## src/rtl/ocsc_pkg.sv

```systemverilog
package ocsc_pkg;

    typedef enum logic [1:0] {
        DET_IDLE    = 2'd0,
        DET_TIMING  = 2'd1,
        DET_LATCHED = 2'd2
    } det_state_e;

    localparam int NUM_DET = 3;
    localparam int DET_OCD = 0;
    localparam int DET_SCD = 1;
    localparam int DET_SCC = 2;

    // threshold floor in microvolts, per detector
    function automatic int thr_base_uv(input int k);
        case (k)
            DET_OCD: return 50000;
            default: return 100000;
        endcase
    endfunction

    function automatic int thr_step_uv(input int k);
        case (k)
            DET_OCD: return 10000;
            default: return 50000;
        endcase
    endfunction

    // highest legal threshold code; larger codes saturate here
    function automatic int thr_max_code(input int k);
        case (k)
            DET_OCD: return 15;
            DET_SCD: return 7;
            default: return 4;
        endcase
    endfunction

    function automatic int dly_base_us(input int k);
        case (k)
            DET_OCD: return 1000;
            default: return 0;
        endcase
    endfunction

    function automatic int dly_step_us(input int k);
        case (k)
            DET_OCD: return 2000;
            DET_SCD: return 122;
            default: return 61;
        endcase
    endfunction

    // 1: detector looks at discharge (negative) samples
    function automatic bit det_is_dischg(input int k);
        return (k != DET_SCC);
    endfunction

endpackage

```

## src/rtl/ocsc_thresh.sv

```systemverilog
module ocsc_thresh #(
    parameter int SMP_W    = 20,
    parameter int CODE_W   = 5,
    parameter int BASE_UV  = 50000,
    parameter int STEP_UV  = 10000,
    parameter int MAX_CODE = 15,
    parameter bit DISCHG   = 1'b1
) (
    input  logic signed [SMP_W-1:0]  smp_uv,
    input  logic        [CODE_W-1:0] code,
    output logic                     over
);
    localparam int MAG_W = SMP_W + 1;

    logic        [CODE_W-1:0] sat_code;
    logic        [MAG_W-1:0]  thr_u;
    logic signed [MAG_W-1:0]  smp_ext;
    logic signed [MAG_W-1:0]  mag;

    always_comb begin
        if (code > CODE_W'(MAX_CODE)) begin
            sat_code = CODE_W'(MAX_CODE);
        end else begin
            sat_code = code;
        end
        thr_u = MAG_W'(BASE_UV) + MAG_W'(STEP_UV) * MAG_W'(sat_code);
    end

    assign smp_ext = MAG_W'(smp_uv);

    generate
        if (DISCHG) begin : g_neg
            assign mag = -smp_ext;
        end else begin : g_pos
            assign mag = smp_ext;
        end
    endgenerate

    assign over = (mag >= $signed(thr_u));

endmodule

```

## src/rtl/ocsc_timer.sv

```systemverilog
module ocsc_timer
    import ocsc_pkg::*;
#(
    parameter int CNT_W       = 16,
    parameter int DLY_CODE_W  = 4,
    parameter int DLY_BASE_US = 1000,
    parameter int DLY_STEP_US = 2000
) (
    input  logic                  clk,
    input  logic                  rst_n,
    input  logic                  smp_vld,
    input  logic                  over,
    input  logic                  tick,
    input  logic                  clr,
    input  logic [DLY_CODE_W-1:0] dly_code,
    output logic                  latched
);
    det_state_e       st_q, st_d;
    logic [CNT_W-1:0] cnt_q, cnt_d;
    logic [CNT_W-1:0] dly_lim;
    logic [CNT_W-1:0] cnt_inc;

    assign dly_lim = CNT_W'(DLY_BASE_US) + CNT_W'(DLY_STEP_US) * CNT_W'(dly_code);
    assign cnt_inc = cnt_q + CNT_W'(1);

    always_comb begin
        st_d  = st_q;
        cnt_d = cnt_q;
        unique case (st_q)
            DET_IDLE: begin
                if (smp_vld && over) begin
                    if (dly_lim == '0) begin
                        st_d = DET_LATCHED;          // instant trip
                    end else begin
                        st_d  = DET_TIMING;          // arm
                        cnt_d = '0;
                    end
                end
            end
            DET_TIMING: begin
                if (smp_vld && !over) begin
                    st_d  = DET_IDLE;                // abort
                    cnt_d = '0;
                end else if (tick) begin
                    if (cnt_inc >= dly_lim) begin
                        st_d  = DET_LATCHED;         // expire
                        cnt_d = '0;
                    end else begin
                        cnt_d = cnt_inc;
                    end
                end
            end
            DET_LATCHED: begin
                st_d = DET_LATCHED;
            end
            default: begin
                st_d  = DET_IDLE;
                cnt_d = '0;
            end
        endcase
        if (clr) begin
            st_d  = DET_IDLE;                        // release
            cnt_d = '0;
        end
    end

    always_ff @(posedge clk or negedge rst_n) begin
        if (!rst_n) begin
            st_q <= DET_IDLE;
        end else begin
            st_q <= st_d;
        end
    end

    always_ff @(posedge clk or negedge rst_n) begin
        if (!rst_n) begin
            cnt_q <= '0;
        end else begin
            cnt_q <= cnt_d;
        end
    end

    always_comb begin
        latched = (st_q == DET_LATCHED);
    end

endmodule

```

## src/rtl/ocsc_detector.sv

```systemverilog
module ocsc_detector
    import ocsc_pkg::*;
#(
    parameter int SMP_W      = 20,
    parameter int THR_CODE_W = 5,
    parameter int DLY_CODE_W = 4,
    parameter int CNT_W      = 16,
    parameter int KIND       = DET_OCD
) (
    input  logic                    clk,
    input  logic                    rst_n,
    input  logic                    smp_vld,
    input  logic signed [SMP_W-1:0] smp_uv,
    input  logic                    tick,
    input  logic                    clr,
    input  logic [THR_CODE_W-1:0]   thr_code,
    input  logic [DLY_CODE_W-1:0]   dly_code,
    output logic                    latched
);
    logic over;

    ocsc_thresh #(
        .SMP_W   (SMP_W),
        .CODE_W  (THR_CODE_W),
        .BASE_UV (thr_base_uv(KIND)),
        .STEP_UV (thr_step_uv(KIND)),
        .MAX_CODE(thr_max_code(KIND)),
        .DISCHG  (det_is_dischg(KIND))
    ) u_thr (
        .smp_uv(smp_uv),
        .code  (thr_code),
        .over  (over)
    );

    ocsc_timer #(
        .CNT_W      (CNT_W),
        .DLY_CODE_W (DLY_CODE_W),
        .DLY_BASE_US(dly_base_us(KIND)),
        .DLY_STEP_US(dly_step_us(KIND))
    ) u_tmr (
        .clk     (clk),
        .rst_n   (rst_n),
        .smp_vld (smp_vld),
        .over    (over),
        .tick    (tick),
        .clr     (clr),
        .dly_code(dly_code),
        .latched (latched)
    );

endmodule

```

## src/rtl/ocsc_guard.sv

```systemverilog
module ocsc_guard
    import ocsc_pkg::*;
#(
    parameter int SMP_W      = 20,
    parameter int THR_CODE_W = 5,
    parameter int DLY_CODE_W = 4,
    parameter int CNT_W      = 16
) (
    input  logic                    clk,
    input  logic                    rst_n,
    input  logic                    smp_vld,
    input  logic signed [SMP_W-1:0] smp_uv,
    input  logic                    tick_us,
    input  logic [THR_CODE_W-1:0]   ocd_thr_code,
    input  logic [DLY_CODE_W-1:0]   ocd_dly_code,
    input  logic [THR_CODE_W-1:0]   scd_thr_code,
    input  logic [DLY_CODE_W-1:0]   scd_dly_code,
    input  logic [THR_CODE_W-1:0]   scc_thr_code,
    input  logic [DLY_CODE_W-1:0]   scc_dly_code,
    input  logic                    host_clr,
    output logic                    chg_en,
    output logic                    dsg_en,
    output logic                    ocd_flag,
    output logic                    scd_flag,
    output logic                    scc_flag
);
    logic [THR_CODE_W-1:0] thr_code [NUM_DET];
    logic [DLY_CODE_W-1:0] dly_code [NUM_DET];
    logic [NUM_DET-1:0]    flt;

    assign thr_code[DET_OCD] = ocd_thr_code;
    assign thr_code[DET_SCD] = scd_thr_code;
    assign thr_code[DET_SCC] = scc_thr_code;
    assign dly_code[DET_OCD] = ocd_dly_code;
    assign dly_code[DET_SCD] = scd_dly_code;
    assign dly_code[DET_SCC] = scc_dly_code;

    generate
        for (genvar gi = 0; gi < NUM_DET; gi++) begin : g_det
            ocsc_detector #(
                .SMP_W     (SMP_W),
                .THR_CODE_W(THR_CODE_W),
                .DLY_CODE_W(DLY_CODE_W),
                .CNT_W     (CNT_W),
                .KIND      (gi)
            ) u_det (
                .clk     (clk),
                .rst_n   (rst_n),
                .smp_vld (smp_vld),
                .smp_uv  (smp_uv),
                .tick    (tick_us),
                .clr     (host_clr),
                .thr_code(thr_code[gi]),
                .dly_code(dly_code[gi]),
                .latched (flt[gi])
            );
        end
    endgenerate

    always_comb begin
        ocd_flag = flt[DET_OCD];
        scd_flag = flt[DET_SCD];
        scc_flag = flt[DET_SCC];
        dsg_en   = !(flt[DET_OCD] || flt[DET_SCD]);
        chg_en   = !flt[DET_SCC];
    end

endmodule

```

## config.mk

```make
export PLATFORM = sky130hd
export DESIGN_NAME = ocsc_guard
export DESIGN_NICKNAME = d
export VERILOG_FILES = /design/src/rtl/ocsc_pkg.sv /design/src/rtl/ocsc_thresh.sv /design/src/rtl/ocsc_timer.sv /design/src/rtl/ocsc_detector.sv /design/src/rtl/ocsc_guard.sv
export SDC_FILE = /design/constraint.sdc
export NUM_CORES = 1
export LEC_CHECK = 0
export ABC_AREA = 1
export BUFFER_PORTS_ARGS = -buffer_cell sky130_fd_sc_hd__buf_4
export CORE_MARGIN = 5
export CORE_UTILIZATION = 60
export DETAILED_ROUTE_END_ITERATION = 12
export GPL_TIMING_DRIVEN = 0
export PLACE_DENSITY = 0.78
export SETUP_SLACK_MARGIN = 0.1
export SYNTH_ARGS = -nofsm -noshare
export SYNTH_HDL_FRONTEND = slang
export SYNTH_SLANG_ARGS = --single-unit
```

## constraint.sdc

```tcl
create_clock -name clk -period 3.7 [get_ports clk]
set_input_delay 0.37 -clock clk [delete_from_list [all_inputs] [get_ports clk]]
set_output_delay 0.37 -clock clk [all_outputs]
set_load 0.02 [all_outputs]
```

==> flow_metrics.tcl, run 1 <==
set metrics [dict create \
    outcome "complete, but fails checks" \
    violations "setup timing" \
    die_h_um 144 \
    finalHoldViolCount 0 \
    path_common_cell "nand2_1" \
    final_util 0.774 \
    pre_cts_ws_ns -1.65 \
    postRouteAntennaNets 0 \
    finalSetupViolCount 54 \
    max_cap_viol_count 0 \
    floorplan.initialDensity 0.605 \
    post_drt_wl_per_cell_um 14.2 \
    ios 57 \
    htreeDepth 2 \
    syn_area_per_cell_um2 6.87 \
    ys_seq_area_frac 0.125 \
    cp_max_fo 6 \
    clkPwrFrac 0.104 \
    core_um2 17800 \
    wirelength_um 27900 \
    fin_crit_sh 1.33 \
    skew_ns 0.00650 \
    p_per_area_nw_per_um2 375 \
    post-route-worst-setup-slack_ns -1.21 \
    period_minus_slack_ns 4.91 \
    peakVddDrop_mv 0.304 \
    cts_root_buf "clkbuf_16" \
    p_leak_uw 0.00745 \
    die-area_um2 20800 \
    worst_ep_arrival_time_ns 5.14 \
    worst_pin_slew_ns 0.751 \
    cp-start-kind "input port" \
    fmax_mhz 204 \
    clk_pin_slew_ns 0.07 \
    pwr-share-seq 0.130 \
    ys_ff_latch 54 \
    hold_buffers 0 \
    swShare 0.483 \
    grt_pass1_wl_um 44000 \
    numPortBuffers 56 \
    syn2layout_area_growth_pct 28.0 \
    antenna-diode-count 0 \
    synth_area_um2 10800 \
    drtPass1Iterations 5 \
    numCtsBuffers 5 \
    combPwrFrac 0.766 \
    dpl.hpwl_um 19500 \
    final_layout_size_suffix_gt1_frac 0.248 \
    yosys.cell_types.count 50 \
    rows 49 \
    drc 0 \
    cp-end-kind "flip-flop" \
    clock_latency_ns 0.29 \
    slowest_stage "fa_2" \
    rsz0062_at_grt "yes" \
    slew_viol_final 0 \
    p_switching_uw 2510 \
    synth_warnings 0 \
    antenna_found_initial 0 \
    netlist_instances 1570 \
    die_x_um 144 \
    slowest_delay_ns 0.58 \
    whs_ns 0.110 \
    place.gp.congestion 0.888 \
    cts_tree "yes" \
    cts_buffer_depth 2 \
    nNetsFinal 2033 \
    grt_start_max_net_pins 55 \
    worstPathRequired_ns 3.93 \
    cts_sinks 54 \
    track_usage 0.250 \
    intPower_uw 2680 \
    avgViaCountPerCell 5.40 \
    path_class "in -> reg" \
    relSlewSlack 0.497 \
    via_count 10600 \
    drt_iter0_drc 721 \
    grt.overflow.total 0 \
    grt_pass1_vias 10200 \
    hp-class "in -> async" \
]
## registers in the layout (all words and copies together) (netlist names)
name                     flops
g_det.u_det.u_tmr.st_q       6
g_det.u_det.u_tmr.cnt_q     48
## cells in the final DEF, fill, tap and decap left out, types with 17 or more instances in the layout
master / n
ha_1: 184
o21ai_0: 22
nor2_2: 17
xnor2_1: 40
dfrtp_1: 54
conb_1: 24
xor2_1: 74
nor2_4: 17
inv_1: 246
ha_4: 31
fa_1: 21
nand4_1: 23
nor2_1: 112
buf_6: 29
nand2_2: 60
nand3_1: 69
inv_2: 35
nand2_1: 303
nor3_1: 25
a21oi_1: 57
buf_4: 114
nand3_2: 20
## path summary, 6_finish.rpt
| check | endpoint | slack (ns) | start | cells past startpoint |
|---|---|---|---|---|
| worst min-delay path | g_det[0].u_det.u_tmr.cnt_q[8] | 0.11 | rst_n | 1 |
| worst min register to register | g_det[0].u_det.u_tmr.cnt_q[13] | 0.50 | g_det[0].u_det.u_tmr.cnt_q[13] | 2 |
| worst max register to register | g_det[0].u_det.u_tmr.cnt_q[12] | 0.24 | g_det[0].u_det.u_tmr.cnt_q[0] | 22 |
| worst max-delay path | g_det[2].u_det.u_tmr.cnt_q[3] | -1.21 | scc_thr_code[4] | 31 |
| min in group clk | g_det[0].u_det.u_tmr.cnt_q[13] | 0.50 | g_det[0].u_det.u_tmr.cnt_q[13] | 2 |
| max in group asynchronous | g_det[0].u_det.u_tmr.cnt_q[14] | 3.09 | rst_n | 1 |
## power groups by stage
stage               combinational [uW]  clock [uW]  sequential (uW)
floorplan                         2380           0              666
global placement                  2880           0              674
detailed placement                2990           0              675
CTS                               3570         540              665
global route                      4390         561              680
finish                            3970         537              675
## worst max-delay path, delay by kind of cell
| family | cells | cell delay [ns] |
|---|---|---|
| simple gates | 19 | 2.28 |
| xor+xnor | 2 | 0.44 |
| buf+inv | 6 | 0.80 |
| fa+ha+maj | 4 | 1.25 |
## repair_timing
item,4_1_cts,5_1_grt
endpoints found under the hold margin,0,0
endpoints found under the setup margin,54,54
gates resized for setup,119,102
buffers inserted,54,25
gates cloned,9,0
pin swaps,84,65
## cells by family (layout without fill, tap and decap cells)
kind of cell	after synthesis	after routing	share of synthesized area
AOI/OAI and AO/OA	132	132	0.0674
xor gates and xnor gates	128	128	0.104
adders and majority gates	239	239	0.294
buffers and inverters	303	453	0.110
DFF	54	54	0.125
other	2	24	0.000696
and+or+nand+nor	712	713	0.299
## per-layer routing
| layer | share of wire | wire [um] | GRT usage |
|---|---|---|---|
| met5 | 0 | 0 | 0 |
| met4 | 0.027 | 762 | 0.0634 |
| met3 | 0.044 | 1230 | 0.0212 |
| met2 | 0.50 | 13900 | 0.453 |
| met1 | 0.43 | 12100 | 0.322 |
## area by class of cell
type                    count  area (um^2)
clock inverters             1         30.0
flip-flops and latches     54         1350
clock buffers               7          133
well taps                 229          287
repair buffers            142         1240
multi-input cells        1236         9540
fillers                  1237         4030
inverters                 288         1090
plain buffers              15          139
## cell usage after synthesis (all sizes together)
library cell,count,area [um^2]
nand3,96,505
buf,10,90.1
o31ai,2,15.0
inv,286,1070
dfrtp,54,1350
o21ai,37,189
clkinv,2,7.51
nor4b,1,8.76
a21oi,72,364
xnor2,45,394
a2111oi,1,8.76
a211oi,1,7.51
o21bai,5,37.5
or3,1,6.26
nand4,24,156
o221ai,1,8.76
o211ai,2,15.0
nand3b,4,30.0
a21o,5,37.5
a22oi,1,7.51
conb,2,7.51
clkbuf,5,18.8
o22ai,1,6.26
xor2,83,727
nor3,42,315
a21boi,2,15.0
nand2,380,1460
or2,8,50.1
and3,6,37.5
fa,24,480
nor2,145,609
ha,215,2690
o21a,2,15.0
nor4,5,46.3
## per-stage QoR
step	power, uW	instances	TNS, ns	area (um^2)
after detailed placement	3660	1877	-75.20	12100
after floorplan	3050	1592	-40.66	11400
final	5180	1972	-51.90	13800
after global routing	5630	1972	-67.59	13800
after global placement	3560	1877	-70.52	12100
after CTS	4780	1948	-44.30	13200
No activity file was read; power rests on OpenSTA's default activity.
==> inputs of run 2 (changes only) <==
--- a/config.mk
+++ b/config.mk
@@ -5,13 +5,13 @@
 export SDC_FILE = /design/constraint.sdc
 export NUM_CORES = 1
 export LEC_CHECK = 0
-export ABC_AREA = 1
+export ABC_AREA = 0
 export BUFFER_PORTS_ARGS = -buffer_cell sky130_fd_sc_hd__buf_4
 export CORE_MARGIN = 5
 export CORE_UTILIZATION = 60
 export DETAILED_ROUTE_END_ITERATION = 12
 export GPL_TIMING_DRIVEN = 0
-export PLACE_DENSITY = 0.78
+export PLACE_DENSITY = 0.79
 export SETUP_SLACK_MARGIN = 0.1
 export SYNTH_ARGS = -nofsm -noshare
 export SYNTH_HDL_FRONTEND = slang
==> run 2 against run 1 <==
Compared with the run above:
- the run still ends with setup timing left
- non-clock buffer count is 13 lower
- cell area fell by 6.7%
- clock-buffer cell count down 1
- first-iteration DRC count down 11%
- core utilization is 0.83 points higher
- register-to-register slack worse by 0.33 ns
- clock skew grew 0.0028 ns
- flip-flop and latch count unchanged
- critical path depth decreased by 8
- critical path type unchanged
- critical endpoint is now g_det[1].u_det.u_tmr.cnt_q[5]
- largest cell class unchanged
- largest power group unchanged
==> flow_metrics.tcl, run 2 <==
set metrics [dict create \
    slew_viol_final 0 \
    violations "setup timing" \
    worst_pin_slew_ns 0.730 \
    synth-edff-count 0 \
    path_buf_inv 2 \
    ys_seq_area_frac 0.135 \
    final_cell_mix "185 x ha_1, 96 x buf_4, 92 x inv_1" \
    drt_iter0_drc 641 \
    r2r-start "g_det[1].u_det.u_tmr.cnt_q[0]" \
    place_area_um2 11200 \
    floorplan.initialDensity 0.606 \
    top_regs "g_det.u_det.u_tmr.cnt_q x48, g_det.u_det.u_tmr.st_q x6" \
    async_reset_ff_frac 1.00 \
    grt_start_max_net_pins 55 \
    cts_root_buf "clkbuf_16" \
    postLayoutCellArea_um2 12900 \
    ios 57 \
    hp-class "in -> async" \
    final_layout_size_suffix_gt1_frac 0.253 \
    period_minus_slack_ns 5.55 \
    numCtsBuffers 5 \
    avgViaCountPerCell 6.03 \
    final_util 0.783 \
    worst_ep_arrival_time_ns 5.78 \
    post_drt_wl_per_cell_um 16.2 \
    synth_top_area_share 0.270 \
    hold_buffers 0 \
    nNetsFinal 1640 \
    top_register "g_det.u_det.u_tmr.cnt_q" \
    synth_most_common_cell "ha_1" \
    peakVddDrop_mv 0.270 \
    crit_family "simple AND/OR/NAND/NOR gates" \
    die-area_um2 19300 \
    postRouteAntennaNets 0 \
    synth_area_leaders "ha_1 27%, dfrtp_1 14%, xnor2_1 6.9%, fa_1 4.8%, xor2_1 4.2%" \
    yosys.cell_types.count 78 \
    cts_sinks 54 \
    antenna-diode-count 0 \
    worstPathRequired_ns 3.94 \
    final_common_cell "ha_1" \
    numPortBuffers 54 \
    track_usage 0.249 \
    antenna_found_initial 0 \
    syn2layout_area_growth_pct 29.2 \
    p_per_area_nw_per_um2 373 \
    synth_top_area_cell "ha_1" \
    cp_num_cells 23 \
    critPathCapture "g_det[1].u_det.u_tmr.cnt_q[5]" \
    slowest_stage "or4b_4" \
    largest_reg_flops 48 \
    rsz0062_at_grt "yes" \
    htreeDepth 2 \
    wirelength_um 25400 \
    ys_ff_latch 54 \
    core_um2 16500 \
    finalSetupViolCount 54 \
    stdcell_count 1570 \
    grt.overflow.total 0 \
    place.gp.congestion 0.927 \
    fmax_mhz 180 \
    slowest_delay_ns 0.53 \
    die_x_um 139 \
    power_uw 4800 \
    reg2reg_depth 14 \
    clk_pin_slew_ns 0.07 \
    finalHoldViolCount 0 \
    die_h_um 139 \
    clock_latency_ns 0.30 \
    relSlewSlack 0.507 \
    cp_max_fo 7 \
    dpl.hpwl_um 18200 \
    netlist_instances 1190 \
    startpoint "scd_thr_code[4]" \
    via_count 9464 \
    regToRegSetupSlack_ns -0.09 \
    synthFlopType "dfrtp_1" \
    drtPass1Iterations 5 \
    max_cap_viol_count 0 \
    synth_area_um2 9980 \
    crit-reg2reg-capture "g_det[1].u_det.u_tmr.cnt_q[5]" \
    outcome "complete, but fails checks" \
    synth_warnings 0 \
    cts_buffer_depth 2 \
    rows 47 \
    syn_area_per_cell_um2 8.38 \
    cp_cell_sequence "buf_6, or3_4, fa_2, ha_4, ha_4, a211o_1, a211oi_2, nor2_1, xor2_1, nand3b_1, o211ai_1, and3_1, xnor2_1, ha_1, nand4_1, nor4b_2, o2111ai_2, and2_4, a31o_4, or4b_4, buf_6, nor4b_4, a21o_1" \
    path_class "in -> reg" \
    cp-start-kind "input port" \
    cts_tree "yes" \
    dp.cells 1486 \
    post-route-worst-setup-slack_ns -1.85 \
    drc 0 \
    synth_common_cells "215 x ha_1, 101 x inv_1, 95 x nand2_1" \
    cp-end-kind "flip-flop" \
    p_leak_uw 0.00605 \
    fin_crit_sh 1.50 \
    pre_cts_ws_ns -2.40 \
    grt_pass1_vias 9352 \
    skew_ns 0.00926 \
    grt_pass1_wl_um 41900 \
]
==> run 2: cell types whose count changed in the layout (fill, tap and decap cells not counted), sizes merged, moves of 17 or more <==
cell	change
nand2	-285
inv	-184
nor2	-83
nand3	-52
xor2	-35
xnor2	+34
a21o	+28
and2	+22
o21ai	+22
a21oi	-20
nand2b	+18
buf	-17
==> run 2: where the power goes <==
part | internal [uW] | switching, uW | total [uW]
Sequential | 612 | 44.6 | 656
Combinational | 1740 | 1900 | 3640
Clock | 273 | 233 | 506
==> run 2: how the worst min path moves through the flow <==
stage | startpoint | endpoint | slack [ns]
4_1_cts | rst_n | g_det[1].u_det.u_tmr.cnt_q[0] | 0.15
3_3_place_gp | rst_n | g_det[1].u_det.u_tmr.cnt_q[1] | 0.46
5_1_grt | rst_n | g_det[1].u_det.u_tmr.cnt_q[2] | 0.19
3_5_place_dp | rst_n | g_det[1].u_det.u_tmr.cnt_q[1] | 0.47
6_report | rst_n | g_det[1].u_det.u_tmr.cnt_q[1] | 0.13
2_1_floorplan | rst_n | g_det[0].u_det.u_tmr.cnt_q[0] | 0.07
==> run 2: area by class of cell <==
| type | instances | area [um^2] |
|---|---|---|
| Multi-Input combinational cell | 1043 | 9460 |
| Fill cell | 1106 | 3580 |
| Sequential cell | 54 | 1350 |
| Timing Repair Buffer | 129 | 1130 |
| Inverter | 101 | 379 |
| Tap cell | 220 | 275 |
| Clock buffer | 6 | 139 |
| Buffer | 15 | 134 |
| Clock inverter | 2 | 16.3 |
==> run 2: cell families (layout without fill, tap and decap cells) <==
logic type,Yosys count,in the layout,share of synthesized area
adder cells (fa/ha/maj),239,239,0.318
AND/OR/NAND/NOR,384,385,0.202
buffers and inverters,116,253,0.0441
XOR/XNOR,127,127,0.112
flip-flops,54,54,0.135
AO/OA/AOI/OAI,261,261,0.181
other,2,24,0.000753
multiplexers,7,7,0.00727
==> run 2: timing repair <==
action,CTS,global route
gates resized for setup,100,93
buffers inserted,51,21
endpoints found under the setup margin,54,54
pin swaps,82,39
gates cloned,5,2
hold endpoints to repair,0,0
==> run 2: metrics by stage <==
stage | hold slack, ns | setup TNS [ns]
detailed placement | 0.466 | -98.58
global placement | 0.458 | -93.77
CTS | 0.147 | -67.05
floorplan | 0.0744 | -59.80
finish | 0.125 | -68.87
global route | 0.188 | -80.01
==> run 2: routing by layer <==
| metal | wire (um) | GRT usage |
|---|---|---|
| met2 | 12800 | 0.463 |
| met3 | 1200 | 0.0183 |
| met1 | 10600 | 0.308 |
| met5 | 0 | 0 |
| met4 | 716 | 0.0685 |
